$ cat src/rtl/rit_pkg.sv
package rit_pkg;
  typedef enum logic [1:0] {
    SEL_CTRL  = 2'd0,
    SEL_COUNT = 2'd1,
    SEL_CONST = 2'd2,
    SEL_NONE  = 2'd3
  } reg_sel_e;

  // Number of low divider bits that must all be one for a tick under a given select code
  function automatic int unsigned stage_bits(input logic [2:0] code);
    case (code)
      3'd1:    return 2;
      3'd2:    return 4;
      3'd3:    return 6;
      3'd4:    return 8;
      3'd5:    return 10;
      3'd6:    return 11;
      3'd7:    return 12;
      default: return 0;
    endcase
  endfunction
endpackage

$ cat src/rtl/rit_prescaler.sv
module rit_prescaler #(
  parameter int PRE_W = 12
) (
  input  logic       clk,
  input  logic       rst_n,
  input  logic [2:0] sel,
  output logic       tick
);
  import rit_pkg::*;

  logic [PRE_W-1:0] div_q;
  logic [PRE_W:0]   mask_w;
  logic [PRE_W-1:0] mask;

  always_ff @(posedge clk or negedge rst_n) begin
    if (!rst_n) div_q <= '0;
    else        div_q <= div_q + 1'b1;
  end

  always_comb begin
    mask_w = ({{PRE_W{1'b0}}, 1'b1} << stage_bits(sel)) - 1'b1;
    mask   = mask_w[PRE_W-1:0];
    tick   = (sel != 3'd0) && ((div_q & mask) == mask);
  end
endmodule

$ cat src/rtl/rit_counter.sv
module rit_counter #(
  parameter int CNT_W = 8
) (
  input  logic             clk,
  input  logic             rst_n,
  input  logic             tick,
  input  logic             wr_cnt,
  input  logic             wr_cor,
  input  logic [CNT_W-1:0] wval,
  output logic [CNT_W-1:0] cnt,
  output logic [CNT_W-1:0] cor,
  output logic             match_evt
);
  logic eq, eq_q, upd_q;

  always_ff @(posedge clk or negedge rst_n) begin
    if (!rst_n) begin
      cnt <= '0;
    end else if (wr_cnt) begin
      cnt <= wval;
    end else if (tick) begin
      cnt <= (cnt == cor) ? '0 : cnt + 1'b1;
    end
  end

  always_ff @(posedge clk or negedge rst_n) begin
    if (!rst_n)      cor <= '0;
    else if (wr_cor) cor <= wval;
  end

  assign eq = (cnt == cor);

  // eq_q resets high so the equal-at-reset state raises no event
  always_ff @(posedge clk or negedge rst_n) begin
    if (!rst_n) begin
      eq_q  <= 1'b1;
      upd_q <= 1'b0;
    end else begin
      eq_q  <= eq;
      upd_q <= tick | wr_cnt;
    end
  end

  // one event per equality: a fresh equality, or a reload that lands on the constant again
  assign match_evt = eq && (!eq_q || upd_q);
endmodule

$ cat src/rtl/rit_ctrl.sv
module rit_ctrl (
  input  logic        clk,
  input  logic        rst_n,
  input  logic        wr,
  input  logic [7:0]  wval,
  input  logic        match_evt,
  output logic        flag,
  output logic        ie,
  output logic [2:0]  cks,
  output logic [2:0]  spare
);
  always_ff @(posedge clk or negedge rst_n) begin
    if (!rst_n) begin
      flag <= 1'b0;
    end else if (match_evt) begin
      flag <= 1'b1;
    end else if (wr && !wval[7]) begin
      flag <= 1'b0;
    end
  end

  always_ff @(posedge clk or negedge rst_n) begin
    if (!rst_n) begin
      ie    <= 1'b0;
      cks   <= 3'd0;
      spare <= 3'd0;
    end else if (wr) begin
      ie    <= wval[6];
      cks   <= wval[5:3];
      spare <= wval[2:0];
    end
  end
endmodule

$ cat src/rtl/rfsh_interval_timer.sv
module rfsh_interval_timer #(
  parameter int DATA_W = 16,
  parameter int CNT_W  = 8,
  parameter int PRE_W  = 12
) (
  input  logic              clk,
  input  logic              rst_n,
  input  logic [1:0]        bus_addr,
  input  logic              bus_we,
  input  logic [DATA_W-1:0] bus_wdata,
  output logic [DATA_W-1:0] bus_rdata,
  output logic              irq
);
  import rit_pkg::*;

  localparam int PAD_W = DATA_W - CNT_W;

  logic             tick, match_evt;
  logic             flag_q, ie_q;
  logic [2:0]       cks_q, spare_q;
  logic [CNT_W-1:0] cnt_q, cor_q;
  logic             wr_ctrl, wr_cnt, wr_cor;

  assign wr_ctrl = bus_we && (bus_addr == SEL_CTRL);
  assign wr_cnt  = bus_we && (bus_addr == SEL_COUNT);
  assign wr_cor  = bus_we && (bus_addr == SEL_CONST);

  rit_prescaler #(.PRE_W(PRE_W)) u_pre (
    .clk(clk), .rst_n(rst_n), .sel(cks_q), .tick(tick)
  );

  rit_counter #(.CNT_W(CNT_W)) u_cnt (
    .clk(clk), .rst_n(rst_n), .tick(tick), .wr_cnt(wr_cnt), .wr_cor(wr_cor),
    .wval(bus_wdata[CNT_W-1:0]), .cnt(cnt_q), .cor(cor_q), .match_evt(match_evt)
  );

  rit_ctrl u_ctl (
    .clk(clk), .rst_n(rst_n), .wr(wr_ctrl), .wval(bus_wdata[7:0]),
    .match_evt(match_evt), .flag(flag_q), .ie(ie_q), .cks(cks_q), .spare(spare_q)
  );

  always_comb begin
    case (bus_addr)
      SEL_CTRL:  bus_rdata = {{(DATA_W-8){1'b0}}, flag_q, ie_q, cks_q, spare_q};
      SEL_COUNT: bus_rdata = {{PAD_W{1'b0}}, cnt_q};
      SEL_CONST: bus_rdata = {{PAD_W{1'b0}}, cor_q};
      default:   bus_rdata = '0;
    endcase
  end

  assign irq = flag_q & ie_q;
endmodule

$ cat config.mk
export PLATFORM = sky130hd
export DESIGN_NAME = rfsh_interval_timer
export DESIGN_NICKNAME = d
export VERILOG_FILES = /design/src/rtl/rit_pkg.sv /design/src/rtl/rit_prescaler.sv /design/src/rtl/rit_counter.sv /design/src/rtl/rit_ctrl.sv /design/src/rtl/rfsh_interval_timer.sv
export SDC_FILE = /design/constraint.sdc
export NUM_CORES = 1
export LEC_CHECK = 0
export ABC_AREA = 1
export BUFFER_PORTS_ARGS = -buffer_cell sky130_fd_sc_hd__buf_2
export CORE_UTILIZATION = 40
export CTS_BUF_LIST = sky130_fd_sc_hd__clkbuf_4 sky130_fd_sc_hd__clkbuf_8
export DETAILED_ROUTE_END_ITERATION = 8
export GPL_ROUTABILITY_DRIVEN = 0
export HOLD_SLACK_MARGIN = 0.12
export PLACE_DENSITY_LB_ADDON = 0.1
export SYNTH_ARGS = -nofsm -noshare
export SYNTH_HDL_FRONTEND = slang
export SYNTH_SLANG_ARGS = --single-unit
$ cat constraint.sdc
create_clock -name clk -period 3.6 [get_ports clk]
set_input_delay 1.08 -clock clk [delete_from_list [all_inputs] [get_ports clk]]
set_output_delay 1.08 -clock clk [all_outputs]
set_load 0.02 [all_outputs]
==> impl_metrics.env, run 1 <==
export IMPL_run_status="finished clean"
export IMPL_core_um2=5507
export IMPL_max_vdd_ir_drop_mv=0.2054
export IMPL_post_dp_hpwl_mm=3.679
export IMPL_final_net_count=340
export IMPL_skew_ns=0.006812
export IMPL_layout_drive_gt1_share=0.1614
export IMPL_transition_time_of_the_tightest_slew_check_pin_ns=0.8803
export IMPL_yosys_register_bits=38
export IMPL_detail_route_vias_per_cell=4.822
export IMPL_cp_start_kind="primary input"
export IMPL_total_power_mw=1.281
export IMPL_numCtsBuffers=5
export IMPL_die_y_um=77.43
export IMPL_routedWlPerCell_um=12.95
export IMPL_proportion_of_power_drawn_by_combinational_gates=0.323
export IMPL_worst_setup_sp="bus_addr[1]"
export IMPL_grtUsageTotal=0.1961
export IMPL_share_of_the_core_filled_with_cells=0.4513
export IMPL_maxSlewHeadroom=0.4132
export IMPL_start_of_the_worst_register_to_register_path="u_ctl.cks[1]"
export IMPL_clock_tree_htree_level_count=2
export IMPL_wire_length_of_the_first_global_routing_pass_mm=9.059
export IMPL_yosys_warnings=0
export IMPL_crit_path_max_incr_delay_ns=0.28
export IMPL_synth_largest_area_cell="dfrtp_1"
export IMPL_cts_tree="yes"
export IMPL_grt_pass1_vias=1907
export IMPL_clkLatencyLatePin_ns=0.29
export IMPL_final_hold_violation_count=0
export IMPL_finish_cell_count_without_fillers=388
export IMPL_layout_commonest_cell="nand2_1"
export IMPL_worst_ep_required_time_ns=2.52
export IMPL_setup_viol=0
export IMPL_power_density_nw_per_um2=515.6
export IMPL_syn_to_final_growth_pct=9.181
export IMPL_switching_share=0.3809
export IMPL_crit_type="in2out"
export IMPL_internal_power_mw=0.7932
export IMPL_post_synth_num_cell_types=32
export IMPL_start_util=0.4133
export IMPL_core_rowCount=27
export IMPL_dr_first_iter_drc_count=110
export IMPL_grt_antenna_before_repair=0
export IMPL_io_pins=38
export IMPL_arrival_ns=2.07
export IMPL_synth_top_area_frac=0.4068
export IMPL_clkPwrFrac=0.217
export IMPL_setup_tns_final_ns=0
export IMPL_cts_resized_gates=0
export IMPL_clk_pin_slew_ns=0.07
export IMPL_syn_avg_cell_area_um2=7.741
export IMPL_hold_buffers_post_cts=0
export IMPL_critical_path_slowest_cell="nor2_2"
export IMPL_min_period_over_period=0.8749
export IMPL_finalWorstPathRequiredPeriod_ns=3.150
export IMPL_hold_class="reg2reg"
export IMPL_cts_max_path_buffers=2
export IMPL_power_leakage_nw=1.256
export IMPL_ant_nets=0
export IMPL_grt_start_max_net_pins=39
export IMPL_route_detailed_drc=0
export IMPL_port_buffer_count=21
export IMPL_endpoint_type_of_the_worst_setup_path="primary output"
export IMPL_finalMaxSlewViolations=0
export IMPL_clock_sinks=38
export IMPL_synth_yosys_seq_area_share=0.4184
export IMPL_antenna_cells=0
export IMPL_fp_dieW_um=77.43
export IMPL_power_frac_seq=0.460
export IMPL_p_sw_mw=0.4881
export IMPL_post_synthesis_instance_area_um2=2276
export IMPL_dpl_cell_count=381
export IMPL_critPathMaxFanout=7
export IMPL_hold_path_startpoint="u_pre.div_q[0]"
export IMPL_synth_top_cells_by_area="dfrtp_1 (41%), nand2_1 (14%), nand3_1 (6.2%)"
export IMPL_max_clock_freq_ghz=0.3175
export IMPL_routed_via_count=1871
export IMPL_final_fill_count=577
export IMPL_finalWirelength_mm=5.026
export IMPL_die_area_um2=5995
export IMPL_maxCapViolCount=0
export IMPL_timing_critical_path_cells="buf_2, inv_1, nor2_2, inv_1, o221ai_1, buf_2"
export IMPL_setup_repair_after_global_routing_missed_its_margin="false"
export IMPL_synthCells=294
export IMPL_globalRouteOverflowTotal=0
export IMPL_post_cts_setup_buffer_count=0
export IMPL_dr_pass1_iters=4
export IMPL_cts_root_buffer_cell="clkbuf_8"
export IMPL_layout_common_cells="nand2_1 (82), dfrtp_1 (37), inv_1 (35)"
-- cell families (layout without fill, tap and decap cells) --
logic type,Yosys count,count (layout),synth area share
AND/OR/NAND/NOR,141,141,0.2804
AO/OA/AOI/OAI,40,40,0.1056
buffers and inverters,51,66,0.1028
flip-flops,38,38,0.4184
other,2,9,0.003300
XOR/XNOR,19,19,0.07312
adder cells (fa/ha/maj),3,3,0.01649
-- worst max-delay path, delay by kind of cell --
kind | cells | cell delay, ns
buffers and inverters | 4 | 0.52
and+or+nand+nor | 1 | 0.28
AOI/OAI and AO/OA | 1 | 0.19
-- power groups by stage --
stage / combinational (mW) / sequential [mW] / clock, mW
2_1_floorplan: 0.342 / 0.565 / 0
3_5_place_dp: 0.416 / 0.595 / 0
6_report: 0.414 / 0.589 / 0.278
4_1_cts: 0.418 / 0.588 / 0.292
3_3_place_gp: 0.410 / 0.596 / 0
5_1_grt: 0.482 / 0.602 / 0.309
-- worst paths after layout --
kind	slack, ns	to	cells after the start
worst max-delay path	0.45	bus_rdata[3]	6
worst min-delay path	0.48	u_pre.div_q[0]	1
worst max register to register	1.48	u_cnt.cnt[6]	12
worst min register to register	0.48	u_pre.div_q[0]	1
max in group asynchronous	2.14	u_pre.div_q[3]	1
min in group asynchronous	0.91	u_cnt.cor[0]	1
-- through the flow --
stage	setup WS, ns	hold WS (ns)	instance area (µm²)
after floorplan	0.7492	0.4372	2302
after global placement	0.4618	0.4697	2406
after detailed placement	0.4468	0.4735	2406
after CTS	0.4174	0.4859	2485
after global routing	0.3567	0.5057	2485
final	0.4505	0.4770	2485
-- cells in the mapped netlist, drive strengths merged --
cell type and number:
nor2 17, a21oi 2, xnor2 5, o211ai 6, o221ai 2, xor2 14
conb 2, nand4 2, dfstp 1, buf 9, nand2 88, ha 3
clkbuf 4, nor3 1, dfrtp 37, inv 38, nand3 30, or2 2
or3 1, o21ai 30
-- sequential cells by signal (all words and copies together), names as in the netlist --
name / count
u_ctl.spare: 3
u_ctl.cks: 3
u_pre.div_q: 12
u_cnt.cnt: 8
u_cnt.cor: 8
u_ctl.flag: 1
u_cnt.upd_q: 1
u_ctl.ie: 1
u_cnt.eq_q: 1
-- layout make-up --
type	instances	area, µm²	share of cell area
Inverter	38	142.6	0.05740
Tap cell	72	90.09	0.03625
Multi-Input combinational cell	212	1116	0.4491
Clock inverter	2	10.01	0.004028
Sequential cell	38	952.2	0.3832
Timing Repair Buffer	21	105.1	0.04230
Clock buffer	5	68.82	0.02769
-- layer usage --
metal,vias up,track usage,share of wire
li1,960,-,-
met2,39,0.2912,0.44
met5,-,0,0
met3,8,0.04588,0.040
met4,0,0.07358,0.015
met1,864,0.2760,0.51
Note: power is estimated with default switching activity, not from simulation.
==> run 2, diff against run 1 <==
Settings changed: RECOVER_POWER set to 100.
==> impl_metrics.env, run 2 (synthesized netlist as in run 1, its figures left out) <==
export IMPL_arrival_ns=2.19
export IMPL_proportion_of_power_drawn_by_combinational_gates=0.318
export IMPL_dr_pass1_iters=4
export IMPL_p_sw_mw=0.4809
export IMPL_syn_to_final_growth_pct=7.202
export IMPL_largestRegisters="u_pre.div_q (12), u_cnt.cnt (8), u_cnt.cor (8)"
export IMPL_layout_drive_gt1_share=0.1076
export IMPL_clock_tree_htree_level_count=2
export IMPL_finish_cell_count_without_fillers=388
export IMPL_post_dp_hpwl_mm=3.679
export IMPL_dr_first_iter_drc_count=122
export IMPL_max_vdd_ir_drop_mv=0.2028
export IMPL_power_frac_seq=0.464
export IMPL_power_density_nw_per_um2=519.0
export IMPL_die_area_um2=5995
export IMPL_routed_via_count=1865
export IMPL_antenna_cells=0
export IMPL_power_leakage_nw=1.211
export IMPL_grtUsageTotal=0.1961
export IMPL_clkPwrFrac=0.218
export IMPL_top_usage_layer="met2"
export IMPL_hold_buffers_post_cts=0
export IMPL_grt_antenna_before_repair=0
export IMPL_cts_max_path_buffers=2
export IMPL_maxSlewHeadroom=-0.4021
export IMPL_cts_root_buffer_cell="clkbuf_8"
export IMPL_cts_tree="yes"
export IMPL_grt_pass1_vias=1907
export IMPL_endpoint_type_of_the_worst_setup_path="primary output"
export IMPL_finalWorstPathRequiredPeriod_ns=3.271
export IMPL_min_period_over_period=0.9087
export IMPL_setup_tns_final_ns=0
export IMPL_clock_sinks=38
export IMPL_worst_ep_required_time_ns=2.52
export IMPL_io_pins=38
export IMPL_final_fill_count=590
export IMPL_fp_dieW_um=77.43
export IMPL_detail_route_vias_per_cell=4.807
export IMPL_core_rowCount=27
export IMPL_critPathMaxFanout=7
export IMPL_hold_class="reg2reg"
export IMPL_total_power_mw=1.266
export IMPL_final_net_count=340
export IMPL_final_hold_violation_count=0
export IMPL_finalMaxSlewViolations=39
export IMPL_maxCapViolCount=1
export IMPL_layout_commonest_cell="nand2_1"
export IMPL_routedWlPerCell_um=12.87
export IMPL_post_cts_setup_buffer_count=0
export IMPL_transition_time_of_the_tightest_slew_check_pin_ns=2.103
export IMPL_cts_resized_gates=0
export IMPL_clkLatencyLatePin_ns=0.29
export IMPL_wire_length_of_the_first_global_routing_pass_mm=9.059
export IMPL_switching_share=0.3798
export IMPL_crit_type="in2out"
export IMPL_violations_in_the_final_reports="max-capacitance violations, max-slew violations"
export IMPL_dpl_cell_count=381
export IMPL_finalWirelength_mm=4.995
export IMPL_internal_power_mw=0.7854
export IMPL_cp_start_kind="primary input"
export IMPL_core_um2=5507
export IMPL_start_util=0.4133
export IMPL_layout_common_cells="nand2_1 (84), dfrtp_1 (37), inv_1 (35)"
export IMPL_routing_usage_on_met1=0.2760
export IMPL_grt_start_max_net_pins=39
export IMPL_largest_register="u_pre.div_q"
export IMPL_numCtsBuffers=5
export IMPL_setup_repair_after_global_routing_missed_its_margin="false"
export IMPL_skew_ns=0.009375
export IMPL_globalRouteOverflowTotal=0
export IMPL_largest_register_ff_count=12
export IMPL_global_route_usage_met2=0.2912
export IMPL_max_clock_freq_ghz=0.3057
export IMPL_route_detailed_drc=0
export IMPL_setup_viol=0
export IMPL_ant_nets=0
export IMPL_clk_pin_slew_ns=0.07
export IMPL_run_status="finished with violations"
export IMPL_port_buffer_count=21
export IMPL_die_y_um=77.43
export IMPL_globalRouteMet3Util=0.04588
## run 2: cell count changes in the layout (fill, tap and decap cells not counted), sizes merged
cell    before  now
buf         21    9
clkbuf       5   17
## run 2: through the flow
step | instance area [µm²] | utilization | setup WS (ns) | hold slack [ns]
final | 2440 | 0.4431 | 0.3287 | 0.4765
after global routing | 2440 | 0.4431 | 0.2399 | 0.5057
after CTS | 2485 | 0.4513 | 0.4174 | 0.4859
after detailed placement | 2406 | 0.4369 | 0.4468 | 0.4735
after global placement | 2406 | 0.4369 | 0.4618 | 0.4697
after floorplan | 2302 | - | 0.7492 | 0.4372
## run 2: per-layer routing
layer  vias up  wire length (µm)
li1        958                 -
met1       870              2546
met2        30              2201
met3         7               166
met4         0                80
met5         -                 0
## run 2: path summary, 6_finish.rpt
check	from	end	slack [ns]	cells past startpoint
min reg2reg	u_pre.div_q[0]	u_pre.div_q[0]	0.48	1
max reg2reg	u_ctl.cks[1]	u_cnt.cnt[6]	0.98	12
min	u_pre.div_q[0]	u_pre.div_q[0]	0.48	1
max in group asynchronous	rst_n	u_pre.div_q[2]	1.00	1
min in group asynchronous	rst_n	u_cnt.cor[5]	1.40	1
max	bus_addr[1]	bus_rdata[3]	0.33	6
## run 2: final cells by class
class	count	area, µm²	share of cell area
Timing Repair Buffer	21	90.09	0.03692
Clock buffer	5	68.82	0.02821
Sequential cell	38	952.2	0.3903
Multi-Input combinational cell	212	1086	0.4451
Inverter	38	142.6	0.05846
Tap cell	72	90.09	0.03692
Clock inverter	2	10.01	0.004103
## run 2: worst max-delay path, stage by stage
cell and delay [ns]:
clkbuf_1 0.13, inv_1 0.08, nor2_2 0.29, inv_1 0.16, o221ai_1 0.19, clkbuf_1 0.25
## run 2: power groups by stage
stage | logic, mW | clock network, mW | registers (mW)
5_1_grt | 0.471 | 0.309 | 0.602
4_1_cts | 0.418 | 0.292 | 0.588
3_5_place_dp | 0.416 | 0 | 0.595
2_1_floorplan | 0.342 | 0 | 0.565
6_report | 0.402 | 0.276 | 0.587
3_3_place_gp | 0.410 | 0 | 0.596
